===== src/rtl/i2c_clkgen_pkg.sv =====
package i2c_clkgen_pkg;

  localparam int CFG_EXP_W = 3;
  localparam int CFG_SCL_W = 4;
  localparam int CFG_W     = CFG_EXP_W + CFG_SCL_W;
  localparam int PRE_W     = (1 << CFG_EXP_W) - 1;

  // Scalar sits above the exponent: bits 6:3 = M, bits 2:0 = N
  typedef struct packed {
    logic [CFG_SCL_W-1:0] m;
    logic [CFG_EXP_W-1:0] n;
  } clk_cfg_t;

  // Terminal count of the exponent stage: 2^n - 1 as a thermometer mask
  function automatic logic [PRE_W-1:0] exp_limit(input logic [CFG_EXP_W-1:0] n);
    logic [PRE_W-1:0] r;
    for (int i = 0; i < PRE_W; i++) r[i] = (i < int'(n));
    return r;
  endfunction

  // Cycles in one half of an SCL period
  function automatic int unsigned half_cycles(input int unsigned half_steps,
                                              input clk_cfg_t cfg);
    return half_steps * (int'(cfg.m) + 1) * (1 << cfg.n);
  endfunction

endpackage


===== src/rtl/clkgen_cfg.sv =====
module clkgen_cfg
  import i2c_clkgen_pkg::*;
(
  input  logic             clk,
  input  logic             rst_n,
  input  logic             wr_en,
  input  logic [CFG_W-1:0] wr_data,
  input  logic             apply,
  output clk_cfg_t         active
);

  clk_cfg_t pending;

  always_ff @(posedge clk) begin
    if (!rst_n) begin
      pending <= '0;
      active  <= '0;
    end else begin
      if (wr_en) pending <= clk_cfg_t'(wr_data);
      if (apply) active  <= pending;
    end
  end

endmodule


===== src/rtl/clkgen_expdiv.sv =====
module clkgen_expdiv
  import i2c_clkgen_pkg::*;
(
  input  logic                 clk,
  input  logic                 rst_n,
  input  logic [CFG_EXP_W-1:0] n,
  output logic                 samp_tick
);

  logic [PRE_W-1:0] pre_cnt;

  assign samp_tick = (pre_cnt == exp_limit(n));

  always_ff @(posedge clk) begin
    if (!rst_n)         pre_cnt <= '0;
    else if (samp_tick) pre_cnt <= '0;
    else                pre_cnt <= pre_cnt + 1'b1;
  end

endmodule


===== src/rtl/clkgen_lindiv.sv =====
module clkgen_lindiv
  import i2c_clkgen_pkg::*;
#(
  parameter int HALF_STEPS = 5,
  parameter int SETUP_STEP = 2
) (
  input  logic                 clk,
  input  logic                 rst_n,
  input  logic                 samp_tick,
  input  logic [CFG_SCL_W-1:0] m,
  output logic                 step_evt,
  output logic                 period_bnd,
  output logic                 scl_high,
  output logic                 qtr_tick
);

  localparam int STEP_W = $clog2(2 * HALF_STEPS);
  localparam logic [STEP_W-1:0] LAST_ST  = STEP_W'(2 * HALF_STEPS - 1);
  localparam logic [STEP_W-1:0] HALF_ST  = STEP_W'(HALF_STEPS);
  localparam logic [STEP_W-1:0] SETUP_ST = STEP_W'(SETUP_STEP);

  logic [CFG_SCL_W-1:0] lin_cnt;
  logic [STEP_W-1:0]    st, st_nx;

  assign step_evt   = samp_tick && (lin_cnt == m);
  assign period_bnd = step_evt && (st == LAST_ST);
  assign st_nx      = (st == LAST_ST) ? '0 : st + 1'b1;

  always_ff @(posedge clk) begin
    if (!rst_n) begin
      lin_cnt  <= '0;
      st       <= LAST_ST;
      scl_high <= 1'b1;
      qtr_tick <= 1'b0;
    end else begin
      qtr_tick <= step_evt && (st_nx == SETUP_ST);
      if (step_evt) begin
        lin_cnt  <= '0;
        st       <= st_nx;
        scl_high <= (st_nx >= HALF_ST);
      end else if (samp_tick) begin
        lin_cnt <= lin_cnt + 1'b1;
      end
    end
  end

endmodule


===== src/rtl/i2c_clkgen.sv =====
module i2c_clkgen
  import i2c_clkgen_pkg::*;
#(
  parameter int HALF_STEPS = 5,
  parameter int SETUP_STEP = 2
) (
  input  logic             clk,
  input  logic             rst_n,
  input  logic             ctl_we,
  input  logic [CFG_W-1:0] ctl_wdata,
  output logic             samp_tick,
  output logic             scl_high,
  output logic             qtr_tick
);

  clk_cfg_t act_cfg;
  logic     step_evt;
  logic     period_bnd;

  clkgen_cfg u_cfg (
    .clk     (clk),
    .rst_n   (rst_n),
    .wr_en   (ctl_we),
    .wr_data (ctl_wdata),
    .apply   (period_bnd),
    .active  (act_cfg)
  );

  clkgen_expdiv u_exp (
    .clk       (clk),
    .rst_n     (rst_n),
    .n         (act_cfg.n),
    .samp_tick (samp_tick)
  );

  clkgen_lindiv #(
    .HALF_STEPS (HALF_STEPS),
    .SETUP_STEP (SETUP_STEP)
  ) u_lin (
    .clk        (clk),
    .rst_n      (rst_n),
    .samp_tick  (samp_tick),
    .m          (act_cfg.m),
    .step_evt   (step_evt),
    .period_bnd (period_bnd),
    .scl_high   (scl_high),
    .qtr_tick   (qtr_tick)
  );

endmodule


===== config.mk =====
export PLATFORM = sky130hd
export DESIGN_NAME = i2c_clkgen
export DESIGN_NICKNAME = d
export VERILOG_FILES = /design/src/rtl/i2c_clkgen_pkg.sv /design/src/rtl/clkgen_cfg.sv /design/src/rtl/clkgen_expdiv.sv /design/src/rtl/clkgen_lindiv.sv /design/src/rtl/i2c_clkgen.sv
export SDC_FILE = /design/constraint.sdc
export NUM_CORES = 1
export LEC_CHECK = 0
export BUFFER_PORTS_ARGS = -buffer_cell sky130_fd_sc_hd__clkbuf_2
export CORE_UTILIZATION = 30
export CTS_BUF_LIST = sky130_fd_sc_hd__clkbuf_8
export DETAILED_ROUTE_END_ITERATION = 8
export SYNTH_ARGS = -nofsm -noshare
export SYNTH_HDL_FRONTEND = slang
export SYNTH_HIERARCHICAL = 1
export SYNTH_SLANG_ARGS = --single-unit

===== constraint.sdc =====
create_clock -name clk -period 3.74 [get_ports clk]
set_input_delay 0.374 -clock clk [delete_from_list [all_inputs] [get_ports clk]]
set_output_delay 0.374 -clock clk [all_outputs]
set_load 0.02 [all_outputs]

Word level (Yosys, flattened, before mapping)
Index checks and enable logic that the tools add are counted.
{"block": "op_classes", "bitwise": 1, "reduce_logical": 5, "n_mux": 1, "magnitude_cmp": 8, "n_eq_ne": 4, "n_addsub": 3}
{"op": "< comparator 3 bit (first input constant)", "n": 3}
{"op": "adder 4 x 1 -> 4 bit (second input constant)", "n": 2}
{"op": "adder 7 x 1 -> 7 bit (second input constant)", "n": 1}
{"op": "== test 7 bit", "n": 1}
{"op": "< comparator 1 x 3 -> 1 bit (first input constant)", "n": 2}
{"op": "< comparator 2 x 3 -> 1 bit (first input constant)", "n": 2}
{"op": "== test 4 x 2 -> 1 bit (second input constant)", "n": 1}
{"op": "== test 4 bit", "n": 1}
{"op": "== test 4 bit (second input constant)", "n": 1}
{"op": "greater-or-equal comparator 4 x 3 -> 1 bit (second input constant)", "n": 1}
{"op": "2-to-1 mux 4 bit", "n": 1}
{"op": "OR reduction 2 bit", "n": 2}
{"op": "logical AND 1 bit", "n": 3}
{"op": "NOT 1 bit", "n": 1}
{"block": "word_totals", "register_bits": 31}

Depth between registers and ports, before layout
Gate-level depths: netlist (run 1).
{"block": "depth", "word_depth": 4, "depth_mapped": 12, "depth_no_buf": 9}

Hierarchy
The synthesis (run 1) kept the hierarchy.
{"mod": "clkgen_lindiv", "n_inst": 1, "area_each_um2": 549.3, "cells_each": 58}
{"mod": "clkgen_cfg", "n_inst": 1, "area_each_um2": 535.5, "cells_each": 45}
{"mod": "clkgen_expdiv", "n_inst": 1, "area_each_um2": 486.7, "cells_each": 56}

Least setup slack after synthesis (run 1)
No wires, ideal clock.
{"block": "synth_path", "kind": "register to register", "start": "reg u_cfg/active[1] (netlist bit)", "end": "reg u_cfg/active[0] (netlist bit)", "slack_ps": 1273, "required_ps": 3624, "synth_period_minus_slack_ps": 2467, "path_stages_with_launch": 13, "t_arrival_ps": 2351, "setup_ps": 116, "path_cell_list": "dfxtp_1 > buf_2 > a2111oi_0 > a21o_1 > a31o_4 > and3_1 > buf_6 > nand3_1 > nor2_1 > and3_1 > buf_6 > mux2i_1 > nor2b_1"}
{"block": "synth_between", "elab_chain_cells": 4, "elab_cells_between_ends": 10, "classes_between": "7 x order compare; 1 x eq/ne; 2 x reduce/logical"}
{"element": "start: declaration", "line": "clkgen_cfg.sv:9", "text": "output clk_cfg_t active"}
{"element": "start signal: assignment", "line": "clkgen_cfg.sv:20", "text": "if (apply) active <= pending;"}
{"element": "< comparator 1 x 3 -> 1 bit, or another cell as far along", "line": "i2c_clkgen_pkg.sv:17", "text": "for (int i = 0; i < PRE_W; i++) r[i] = (i < int'(n));"}
{"element": "== test 7 bit *", "line": "clkgen_expdiv.sv:12", "text": "assign samp_tick = (pre_cnt == exp_limit(n));"}
{"element": "net samp_tick", "line": "i2c_clkgen.sv:11", "text": "output logic samp_tick,"}
{"element": "logical AND 1 bit *", "line": "clkgen_lindiv.sv:25", "text": "assign step_evt = samp_tick && (lin_cnt == m);"}
{"element": "logical AND 1 bit *", "line": "clkgen_lindiv.sv:26", "text": "assign period_bnd = step_evt && (st == LAST_ST);"}
{"element": "net period_bnd", "line": "i2c_clkgen.sv:18", "text": "logic period_bnd;"}
The timed path passes the listed nets; every way through them passes the cells marked *.
A chain may end at the register's enable or synchronous reset.

Worst setup path in the final report (run 1)
{"block": "layout_path", "start": "reg u_cfg/active[2] (netlist bit)", "end": "reg u_cfg/active[4] (netlist bit)"}
{"block": "layout_between", "elab_chain_cells": 4, "elab_cells_between_ends": 10, "classes_between": "7 x order compare; 1 x eq/ne; 2 x reduce/logical"}
{"element": "< comparator 1 x 3 -> 1 bit, or another cell as far along", "line": "i2c_clkgen_pkg.sv:17"}
{"element": "== test 7 bit *", "line": "clkgen_expdiv.sv:12"}
{"element": "logical AND 1 bit *", "line": "clkgen_lindiv.sv:25"}
{"element": "logical AND 1 bit *", "line": "clkgen_lindiv.sv:26"}
{"element": "net period_bnd", "line": "i2c_clkgen.sv:18"}
Marks and branches as above.

==> reports/qor.yml, run 1 <==
yosys:
  avgSynthCellArea_um2: 9.92
  synth.cell_area_um2: 1570
  postSynthCellCount: 158
  syn_nets: 170
  yosysWarningCount: 6
detailed_routing:
  drt-wirelength-per-cell_um: 12.1
  ant_nets: 0
  dr.pass1.iters: 4
  via_count: 1149
  drt_iter0_markers: 59
  drc: 0
  via_per_inst: 4.85
  wl_mm: 2.88
sta:
  max_clock_freq_mhz: 337
  maxSlewViolCount: 0
  finalCritPeriodShare_pct: 79.4
  grt_setup_unrepaired: "false"
  fin_skew_ns: 0.00610
  hold_viol: 0
  final.min_clock_period_ns: 2.97
  setup_tns_ns: 0
  setup_viol_count_final: 0
  tightest_slew_ns: 0.527
  slew_headroom_pct: 64.6
die:
  die-height_um: 74.3
  core_um2: 4880
  start_util_pct: 32.1
  rows: 25
  fp.dieW_um: 74.3
  ios: 13
  dieArea_um2: 5520
grt:
  grt_overflow_total: 0
  grt_pass1_wl_mm: 4.94
  grt_pass1_vias: 1075
  grt_max_degree: 25
  antenna_found_initial: 0
  grt_use_total_pct: 11.9
final_layout:
  drive_gt1_share_pct: 18.8
  layout_common_cells: "dfxtp_1, mux2i_1, nor2b_1"
  layout.nets: 181
  final_common_cell: "dfxtp_1"
  area_delta_synth_final_pct: 10.9
  antenna_cells: 0
  fillers: 524
  final_util_pct: 35.6
setup_path:
  cp-start-kind: "flop"
  worstSetupPathType: "flop to flop"
  r2r_setup_slack_ns: 0.77
  crit_fanout: 11
  r2r-end: "u_cfg/active[4]$_SDFFE_PN0P_"
  reg2reg_from: "u_cfg/active[2]$_SDFFE_PN0P_"
  cp.required_ns: 3.92
  cp.arrival_ns: 3.15
  reg2reg_depth: 9
  cp-end-kind: "flop"
placement:
  numPortBuffers: 12
  dp_hpwl_mm: 2.01
  globalplace.congestion: 0.769
clocking:
  h-tree-depth: 2
  cts_tree: "done"
  post_cts_buffers: 0
  postCtsResizedCells: 0
  cts_sinks: 31
  cts-buffers-inserted: 5
  path_clk_slew_ns: 0.07
  cts_hold_buffers: 0
  clock_path_buffers: 2
  root_buffer: "clkbuf_8"
  clock_latency_ns: 0.28
min_path:
  hold_depth: 3
  hold_class: "input port to flop"
  min_from: "ctl_wdata[5]"
  min_to: "u_cfg/pending[5]$_SDFFE_PN0P_"
power_and_ir_drop:
  leakage_nw: 0.653
  p_comb_share_pct: 45.1
  p_seq_share_pct: 35.4
  peakVddDrop_v: 0.000265
  p_per_area_nw_per_um2: 765
  p_sw_mw: 0.556
  clockPowerShare_pct: 19.4
  p_sw_share_pct: 41.8
  power.internal_mw: 0.775
  p_total_mw: 1.33
flow_run:
  maxCapViolations: 0
run_status:
  outcome: "complete, no violations"
[power by group through the flow]
stage | Sequential [mW] | Clock (mW) | Combinational (mW)
after CTS | 0.472 | 0.269 | 0.603
after floorplan | 0.458 | 0 | 0.554
after detailed placement | 0.477 | 0 | 0.594
after global routing | 0.484 | 0.287 | 0.664
final | 0.472 | 0.259 | 0.601
after global placement | 0.479 | 0 | 0.589
[worst max-delay path by stage]
| stage | from | endpoint | slack (ns) |
|---|---|---|---|
| after floorplan | u_cfg/active[1]$_SDFFE_PN0P_ | u_cfg/active[0]$_SDFFE_PN0P_ | 1.27 |
| final | u_cfg/active[2]$_SDFFE_PN0P_ | u_cfg/active[4]$_SDFFE_PN0P_ | 0.77 |
| after global routing | u_cfg/active[1]$_SDFFE_PN0P_ | u_cfg/active[4]$_SDFFE_PN0P_ | 0.53 |
| after detailed placement | u_cfg/active[2]$_SDFFE_PN0P_ | u_cfg/active[4]$_SDFFE_PN0P_ | 0.85 |
| after CTS | u_cfg/active[2]$_SDFFE_PN0P_ | u_cfg/active[2]$_SDFFE_PN0P_ | 0.80 |
| after global placement | u_cfg/active[2]$_SDFFE_PN0P_ | u_cfg/active[0]$_SDFFE_PN0P_ | 0.90 |
[metal layers]
layer,wire (um),vias up,track usage [%]
met3,135,5,3.79
met2,1340,17,19.2
met4,36,0,5.03
met1,1360,538,14.7
met5,0,-,0
li1,-,589,-
[state kept, by name (all words and copies together), names as in the netlist]
register,cells
u_lin/st,4
u_cfg/active,7
u_cfg/pending,7
u_exp/pre_cnt,7
u_lin/qtr_tick,1
u_lin/lin_cnt,4
u_lin/scl_high,1
[stage by stage]
step | worst slack (ns) | cells | hold slack, ns | instance area, um2
CTS | 0.800 | 237 | 0.338 | 1740
global route | 0.529 | 237 | 0.351 | 1740
detailed placement | 0.852 | 229 | 0.518 | 1650
floorplan | 1.27 | 158 | 0.448 | 1570
global placement | 0.901 | 229 | 0.497 | 1650
finish | 0.771 | 237 | 0.346 | 1740
[layout make-up]
cell class	count	area, um2	area share (%)
multi-input combinational	116	875	50.3
clock inverter	3	20.0	1.15
sequential	31	621	35.7
clock buffer	5	68.8	3.96
inverter	3	11.3	0.647
timing repair buffer	12	60.1	3.45
tap	67	83.8	4.82
[worst max-delay path, stage by stage (launching register included)]
cell     delay (ns)
dfxtp_1        0.56
xor2_1         0.19
o32ai_1        0.11
a31oi_2        0.38
and3_1         0.46
nand3_1        0.15
nor2_1         0.25
and3_1         0.46
mux2i_1        0.25
nor2b_1        0.06
Power figures use the tool's default switching activity.
==> run 2, diff against run 1 <==
==> constraint.sdc (replaced) <==
create_clock -name clk -period 2.9 [get_ports clk]
set_input_delay 0.29 -clock clk [delete_from_list [all_inputs] [get_ports clk]]
set_output_delay 0.29 -clock clk [all_outputs]
set_load 0.02 [all_outputs]
==> run 2 against run 1 <==
Against the previous run: critical path depth stayed put; clock power is 63% higher; register-to-register slack worse by 0.34 ns; sequential cell count stayed put; maximum frequency is 20% higher; non-clock buffer count is 3 higher; via count is 0.78% lower; clock-buffer cell count stayed put; die area stayed put; routed wire length is 4.8% lower; clock skew is 0.00099 ns higher; sequential share of layout area is 0.93 points lower.
==> reports/qor.yml, run 2 (synthesized netlist as in run 1, its figures left out) <==
grt:
  antenna_found_initial: 0  # unchanged
  grt_pass1_vias: 1004  # was 1075
  grt_max_degree: 25  # unchanged
  grt_pass1_wl_mm: 4.65  # was 4.94 mm
  grt_use_total_pct: 11.2  # was 11.9%
  met3_usage_pct: 4.07  # was 3.79%
  grtUsageMet1_pct: 14.7  # about the same
  grt_overflow_total: 0  # unchanged
  grt.busiest_layer: "met2"  # unchanged
  met2_usage_pct: 16.3  # was 19.2%
sta:
  grt_setup_unrepaired: "false"  # unchanged
  final.min_clock_period_ns: 2.47  # was 2.97 ns
  slew_headroom_pct: 70.4  # was 64.6%
  tightest_slew_ns: 0.439  # was 0.527 ns
  setup_ws_ns: 0.427  # was 0.771 ns
  max_clock_freq_mhz: 404  # was 337 MHz
  hold_viol: 0  # unchanged
  setup_viol_count_final: 0  # unchanged
  maxSlewViolCount: 0  # unchanged
  fin_skew_ns: 0.00709  # was 0.00610 ns
  setup_tns_ns: 0  # unchanged
  finalCritPeriodShare_pct: 85.3  # was 79.4%
final_layout:
  drive_gt1_share_pct: 20.2  # was 18.8%
  antenna_cells: 0  # unchanged
  top_regs: "u_cfg/active (7), u_cfg/pending (7), u_exp/pre_cnt (7)"  # unchanged
  final_common_cell: "dfxtp_1"  # unchanged
  layout_common_cells: "dfxtp_1, mux2i_1, nor2b_1"  # unchanged
  area_delta_synth_final_pct: 13.9  # was 10.9%
  layout.nets: 184  # was 181
clocking:
  path_clk_slew_ns: 0.07  # about the same
  cts_sinks: 31  # unchanged
  root_buffer: "clkbuf_8"  # unchanged
  clock_latency_ns: 0.29  # was 0.28 ns
  postCtsResizedCells: 0  # unchanged
  post_cts_buffers: 0  # unchanged
  clock_path_buffers: 2  # unchanged
  h-tree-depth: 2  # unchanged
  cts-buffers-inserted: 5  # unchanged
  cts_tree: "done"  # unchanged
  cts_hold_buffers: 0  # unchanged
die:
  rows: 25  # unchanged
  ios: 13  # unchanged
  dieArea_um2: 5520  # unchanged
  core_um2: 4880  # unchanged
  fp.dieW_um: 74.3  # unchanged
  start_util_pct: 32.1  # unchanged
  die-height_um: 74.3  # unchanged
setup_path:
  cp.required_ns: 3.08  # was 3.92 ns
  crit_fanout: 10  # was 11
  cp.arrival_ns: 2.66  # was 3.15 ns
  cp-end-kind: "flop"  # unchanged
  cp-start-kind: "flop"  # unchanged
  worstSetupPathType: "flop to flop"  # unchanged
power_and_ir_drop:
  p_total_mw: 1.85  # was 1.33 mW
  leakage_nw: 0.684  # was 0.653 nW
  peakVddDrop_v: 0.000352  # was 0.000265 V
  p_per_area_nw_per_um2: 1030  # was 765 nW/um2
flow_run:
  maxCapViolations: 0  # unchanged
detailed_routing:
  ant_nets: 0  # unchanged
  via_count: 1140  # was 1149
  drt-wirelength-per-cell_um: 11.4  # was 12.1 um
  drt_iter0_markers: 61  # was 59
  drc: 0  # unchanged
  wl_mm: 2.74  # was 2.88 mm
  dr.pass1.iters: 4  # unchanged
  via_per_inst: 4.75  # was 4.85
min_path:
  hold_class: "input port to flop"  # unchanged
placement:
  globalplace.congestion: 0.737  # was 0.769
  pre_cts_ws_ns: 0.405  # was 0.852 ns
  dp_hpwl_mm: 1.95  # was 2.01 mm
  numPortBuffers: 12  # unchanged
run_status:
  outcome: "complete, no violations"  # unchanged
==> run 2: where the power goes <==
part / internal [mW] / total, mW / switching [mW]
clock network: 0.255 / 0.423 / 0.168
registers: 0.506 / 0.609 / 0.103
logic: 0.372 / 0.813 / 0.441
total: 1.13 / 1.85 / 0.712
==> run 2: worst max-delay path, stage by stage, from the launching register on <==
cell and delay [ns]:
dfxtp_1 0.40, a2111oi_0 0.45, a21o_1 0.14, a31o_4 0.14
and3_1 0.19, nand3_1 0.09, nor2_1 0.21, and3_1 0.46
mux2i_1 0.23, nor2b_1 0.06
==> run 2: metrics by stage <==
| stage | hold slack, ns | instances | instance area (um2) | util [%] |
|---|---|---|---|---|
| floorplan | 0.364 | 158 | 1570 | - |
| global placement | 0.502 | 232 | 1670 | 34.3 |
| detailed placement | 0.502 | 232 | 1670 | 34.3 |
| CTS | 0.249 | 240 | 1790 | 36.6 |
| global route | 0.274 | 240 | 1790 | 36.6 |
| finish | 0.255 | 240 | 1790 | 36.6 |
==> run 2: final timing paths <==
check / start / endpoint / slack, ns / cells past startpoint
worst min register to register: u_lin/scl_high$_SDFFE_PN1P_ / u_lin/scl_high$_SDFFE_PN1P_ / 0.52 / 2
worst max register to register: u_cfg/active[1]$_SDFFE_PN0P_ / u_cfg/active[0]$_SDFFE_PN0P_ / 0.43 / 9
worst min-delay path: ctl_wdata[6] / u_cfg/pending[6]$_SDFFE_PN0P_ / 0.26 / 3
worst max-delay path: u_cfg/active[1]$_SDFFE_PN0P_ / u_cfg/active[0]$_SDFFE_PN0P_ / 0.43 / 9
==> run 2: routing by layer <==
layer	wire (um)	vias to the layer above
li1	-	599
met1	1380	519
met2	1200	15
met3	111	7
met4	53	0
met5	0	-
==> run 2: final cells by class <==
class / count / area (um2)
Clock buffer: 5 / 68.8
Clock inverter: 3 / 43.8
Fill cell: 518 / 3090
Inverter: 3 / 11.3
Multi-Input combinational cell: 116 / 875
Sequential cell: 31 / 621
Tap cell: 67 / 83.8
Timing Repair Buffer: 15 / 82.6
